## src/rtl/dma_irq_pkg.sv

```systemverilog
package dma_irq_pkg;
    localparam int NFLAG    = 5;
    localparam int REG_W    = 32;
    localparam int PEND_LSB = 27;
    localparam int EN_LSB   = 20;

    // flag indices, highest index maps to highest register bit
    localparam int FL_PC = 0;
    localparam int FL_CA = 1;
    localparam int FL_NR = 2;
    localparam int FL_EC = 3;
    localparam int FL_NC = 4;

    typedef logic [NFLAG-1:0] flag_vec_t;

    typedef struct packed {
        logic desc_close;
        logic len_zero;
        logic periph_done;
        logic bad_desc;
        logic bad_buf;
        logic abort_req;
        logic not_ready;
        logic premature;
        logic idone;
    } chan_evt_t;

    function automatic flag_vec_t pend_field(input logic [REG_W-1:0] w);
        return w[PEND_LSB +: NFLAG];
    endfunction

    function automatic flag_vec_t en_field(input logic [REG_W-1:0] w);
        return w[EN_LSB +: NFLAG];
    endfunction

    function automatic logic [REG_W-1:0] pack_reg(input flag_vec_t p, input flag_vec_t e);
        logic [REG_W-1:0] r;
        r = '0;
        r[PEND_LSB +: NFLAG] = p;
        r[EN_LSB +: NFLAG]   = e;
        return r;
    endfunction
endpackage

```

## src/rtl/irq_event_decode.sv

```systemverilog
module irq_event_decode
    import dma_irq_pkg::*;
(
    input  chan_evt_t evt,
    input  flag_vec_t en,
    output flag_vec_t set_vec
);
    logic normal_end;

    always_comb begin
        normal_end = evt.desc_close && (evt.len_zero || evt.periph_done);
        set_vec        = '0;
        set_vec[FL_NC] = normal_end && (en[FL_NC] || evt.idone);
        set_vec[FL_EC] = evt.bad_desc || evt.bad_buf;
        set_vec[FL_NR] = evt.not_ready;
        set_vec[FL_CA] = evt.abort_req;
        set_vec[FL_PC] = evt.premature;
    end
endmodule

```

## src/rtl/irq_flag_bank.sv

```systemverilog
module irq_flag_bank
    import dma_irq_pkg::*;
#(
    parameter int N = NFLAG
) (
    input  logic         clk,
    input  logic         rst,
    input  logic         wr_en,
    input  logic [N-1:0] clr_bits,
    input  logic [N-1:0] en_wdata,
    input  logic [N-1:0] set_vec,
    output logic [N-1:0] pend,
    output logic [N-1:0] en
);
    for (genvar i = 0; i < N; i++) begin : g_flag
        // sticky pending bit: set has priority over write-1 clear
        always_ff @(posedge clk) begin
            if (rst)
                pend[i] <= 1'b0;
            else if (set_vec[i])
                pend[i] <= 1'b1;
            else if (wr_en && clr_bits[i])
                pend[i] <= 1'b0;
        end

        always_ff @(posedge clk) begin
            if (rst)
                en[i] <= 1'b0;
            else if (wr_en)
                en[i] <= en_wdata[i];
        end
    end
endmodule

```

## src/rtl/irq_flow_ctrl.sv

```systemverilog
module irq_flow_ctrl (
    input  logic clk,
    input  logic rst,
    input  logic err_flag,
    input  logic abort_req,
    output logic stall,
    output logic resume,
    output logic advance
);
    logic err_prev;
    logic adv_q;

    always_ff @(posedge clk) begin
        if (rst) begin
            err_prev <= 1'b0;
            adv_q    <= 1'b0;
        end else begin
            err_prev <= err_flag;
            adv_q    <= abort_req;
        end
    end

    assign stall   = err_flag;
    assign advance = adv_q;
    assign resume  = err_prev && !err_flag && !adv_q;
endmodule

```

## src/rtl/dma_chan_irq_ctrl.sv

```systemverilog
module dma_chan_irq_ctrl
    import dma_irq_pkg::*;
(
    input  logic        clk,
    input  logic        rst,
    input  logic        reg_wr,
    input  logic [31:0] reg_wdata,
    output logic [31:0] reg_rdata,
    input  logic        ev_desc_close,
    input  logic        ev_len_zero,
    input  logic        ev_periph_done,
    input  logic        ev_bad_desc_ptr,
    input  logic        ev_bad_buf_ptr,
    input  logic        ev_abort_req,
    input  logic        ev_not_ready,
    input  logic        ev_premature,
    input  logic        desc_idone,
    output logic        irq,
    output logic        stall,
    output logic        resume,
    output logic        advance
);
    chan_evt_t evt;
    flag_vec_t set_vec;
    flag_vec_t pend;
    flag_vec_t en;

    always_comb begin
        evt.desc_close  = ev_desc_close;
        evt.len_zero    = ev_len_zero;
        evt.periph_done = ev_periph_done;
        evt.bad_desc    = ev_bad_desc_ptr;
        evt.bad_buf     = ev_bad_buf_ptr;
        evt.abort_req   = ev_abort_req;
        evt.not_ready   = ev_not_ready;
        evt.premature   = ev_premature;
        evt.idone       = desc_idone;
    end

    irq_event_decode u_decode (
        .evt     (evt),
        .en      (en),
        .set_vec (set_vec)
    );

    irq_flag_bank #(.N(NFLAG)) u_bank (
        .clk      (clk),
        .rst      (rst),
        .wr_en    (reg_wr),
        .clr_bits (pend_field(reg_wdata)),
        .en_wdata (en_field(reg_wdata)),
        .set_vec  (set_vec),
        .pend     (pend),
        .en       (en)
    );

    irq_flow_ctrl u_flow (
        .clk       (clk),
        .rst       (rst),
        .err_flag  (pend[FL_EC]),
        .abort_req (ev_abort_req),
        .stall     (stall),
        .resume    (resume),
        .advance   (advance)
    );

    assign reg_rdata = pack_reg(pend, en);
    assign irq       = |(pend & en);
endmodule

```

## config.mk

```make
export PLATFORM = sky130hd
export DESIGN_NAME = dma_chan_irq_ctrl
export DESIGN_NICKNAME = d
export VERILOG_FILES = /design/src/rtl/dma_irq_pkg.sv /design/src/rtl/irq_event_decode.sv /design/src/rtl/irq_flag_bank.sv /design/src/rtl/irq_flow_ctrl.sv /design/src/rtl/dma_chan_irq_ctrl.sv
export SDC_FILE = /design/constraint.sdc
export NUM_CORES = 1
export LEC_CHECK = 0
export ABC_CLOCK_PERIOD_IN_PS = 2600
export CAP_MARGIN = 20
export CORE_AREA = 2 2 39 41
export CTS_CLUSTER_DIAMETER = 50
export CTS_CLUSTER_SIZE = 40
export DETAILED_ROUTE_END_ITERATION = 6
export DIE_AREA = 0 0 41 43
export DONT_BUFFER_PORTS = 1
export GPL_TIMING_DRIVEN = 0
export REMOVE_ABC_BUFFERS = 1
export SETUP_SLACK_MARGIN = 0.02
export SYNTH_ARGS = -nofsm -noshare
export SYNTH_HDL_FRONTEND = slang
export SYNTH_SLANG_ARGS = --single-unit
export TNS_END_PERCENT = 20
```

## constraint.sdc

```tcl
create_clock -name clk -period 2.6 [get_ports clk]
set_clock_uncertainty 0.1 [all_clocks]
set_input_delay 0 -clock clk [delete_from_list [all_inputs] [get_ports clk]]
set_output_delay 0 -clock clk [all_outputs]
set_load 0.02 [all_outputs]
```

==> flow_summary.ini <==
[run_status]
status = complete, no violations

[placed_design]
place_ws_ns = 1.384
place.gp.congestion = 0.6568
port_buffers = 0
hpwl_um = 776.8

[timing]
min_period_ns = 1.717
hold_viol = 0
tightest_slew_ns = 0.6640
slew_headroom = 0.5564
finalSetupViolCount = 0
slew_violations = 0
rsz0062_at_grt = false
fin_crit_sh = 0.6604
fin_tns_setup_ns = 0
max_clock_freq_mhz = 582.4
setup_ws_ns = 0.8829

[clock_network]
root_buffer = clkbuf_4
cts.sinks = 12
numCtsBuffers = 3
clk_latency_ns = 0.27
post_cts_buffers = 0
h-tree-depth = 1
path_clk_slew_ns = 0.07
cts_hold_buf = 21
tritoncts = yes
cts_max_path_buffers = 2
cts_resized = 0

[setup_path]
worst-setup-path-type = register to register
slowest_delay_ns = 0.63
ff2ff_path_depth = 3
critPathRequiredTime_ns = 2.72
r2r-end = u_bank.pend[3]
path_cells = a21bo_1, a21oi_2, dlygate4sd3_1
slowest_stage = dfxtp_1
cp-start-kind = register
ff2ff_setup_slack_ns = 0.88
arrival_ns = 1.83
endpoint_kind = register
cp_max_fo = 6
rr_startpoint = u_bank.pend[3]

[power]
p_total_mw = 0.4215
power_switching_mw = 0.1310
p_per_area_nw_per_um2 = 528.8
p_leak_nw = 0.3649
internal-power_mw = 0.2904
max-vdd-ir-drop_mv = 0.3434
p_comb_frac = 0.211
p_sw_frac = 0.3109
seq_power_share = 0.525
clkPwrFrac = 0.263

[synthesis]
synth_cells = 69
synthTopCellsByArea = dfxtp_1, buf_4, mux2i_1
ys_ff_latch = 12
yosysTopAreaCell = dfxtp_1
synthDistinctLibCells = 19
yosys_warnings = 0
synthesis.area_um2 = 654.4
seq_area_frac_synth = 0.3671
synth.top_cell.area_share = 0.3671
syn_avg_cell_area_um2 = 9.484

[global_route]
grt_use_met1 = 0.2072
grt_max_degree = 14
grtUsageMet2 = 0.2656
grtUsageMet3 = 0.09948
grt_pass1_wl_mm = 2.076
antenna_found_initial = 0
gr-usage-all-layers = 0.1780
overflow = 0
grt_pass1_vias = 461
top_usage_layer = met2

[floorplan]
die_area_um2 = 1763
rows = 14
ios = 80
dieHeight_um = 43
die_x_um = 41
start_util = 0.4729
core_area_um2 = 1384

[cells_and_area]
drive_above_1_share = 0.08989
area_growth_pct = 21.80
nNetsFinal = 135
final_common_cell = conb_1
final_cell_mix = conb_1, dlygate4sd3_1, dfxtp_1
antenna_cells = 0

[route]
viasPerCell = 4.648
route.vias.total = 488
first_pass_iters = 4
wire_per_inst_um = 12.21
drt_iter0_drc = 4
drc_errors = 0
wirelength_mm = 1.282
ant_nets = 0

[min_path]
worstHoldEndpoint = u_bank.pend[3]
whs_path_depth = 3
hold_class = input pin to register
hp-start = ev_bad_desc_ptr

[job]
timing.max_cap.violations = 0
sequential cells by signal, indices dropped and copies added (netlist names):
register / cells
u_flow.err_prev: 1
u_flow.advance: 1
u_bank.pend: 5
u_bank.en: 5
kinds of logic after synthesis:
family | Yosys count | share of synthesized area
AND/OR/NAND/NOR | 15 | 0.1128
flip-flops | 12 | 0.3671
buffers and inverters | 25 | 0.2887
multiplexers | 5 | 0.07648
other | 1 | 0.005731
AO/OA/AOI/OAI | 11 | 0.1491
synthesized netlist by cell type, drive strengths merged:
| library cell | count |
|---|---|
| nor2 | 8 |
| dfxtp | 12 |
| nand2b | 2 |
| o21ba | 3 |
| conb | 1 |
| a21bo | 1 |
| a21boi | 3 |
| and2 | 1 |
| nor2b | 2 |
| a22oi | 1 |
| buf | 25 |
| a21oi | 1 |
| nand2 | 1 |
| mux2i | 5 |
| o32ai | 1 |
| nor3b | 1 |
| a222oi | 1 |
worst max-delay path, delay by kind of cell (launching register included):
family,cells,cell delay (ns)
flops,1,0.63
buf+inv,1,0.54
compound gates,2,0.39
layout make-up:
type	count	area [µm²]
clock buffer	3	22.52
fill	137	586.8
multi-input combinational	53	304.0
sequential	12	240.2
tap	16	20.02
timing repair buffer	21	210.2
power by group through the flow:
stage / Sequential (mW) / Combinational (mW) / Clock, mW
floorplan: 0.223 / 0.0528 / 0
global placement: 0.226 / 0.0543 / 0
detailed placement: 0.226 / 0.0549 / 0
CTS: 0.222 / 0.0874 / 0.117
global route: 0.224 / 0.0979 / 0.128
finish: 0.221 / 0.0891 / 0.111
worst max-delay path by stage:
| stage | start | end | slack [ns] | cells after the start |
|---|---|---|---|---|
| floorplan | u_bank.pend[3] | resume | 1.46 | 1 |
| global placement | u_bank.pend[3] | irq | 1.39 | 2 |
| detailed placement | u_bank.pend[3] | irq | 1.38 | 2 |
| CTS | u_bank.pend[3] | u_bank.pend[3] | 0.86 | 3 |
| global route | u_bank.pend[3] | u_bank.pend[3] | 0.80 | 3 |
| finish | u_bank.pend[3] | u_bank.pend[3] | 0.88 | 3 |
per-layer routing:
layer	vias to the layer above	routed length, µm
met5	-	0
met4	0	0
met3	0	166
met2	36	649
met1	226	465
li1	226	-
metrics by stage:
| step | utilization | cells | hold WS, ns | cell area [µm²] |
|---|---|---|---|---|
| finish | 0.5759 | 105 | 0.3155 | 797.0 |
| global route | 0.5759 | 105 | 0.3201 | 797.0 |
| CTS | 0.5759 | 105 | 0.3088 | 797.0 |
| detailed placement | 0.4078 | 81 | -0.03377 | 564.3 |
| global placement | 0.4078 | 81 | -0.03566 | 564.3 |
| floorplan | - | 65 | -0.03756 | 544.3 |
Power figures use the tool's default switching activity.
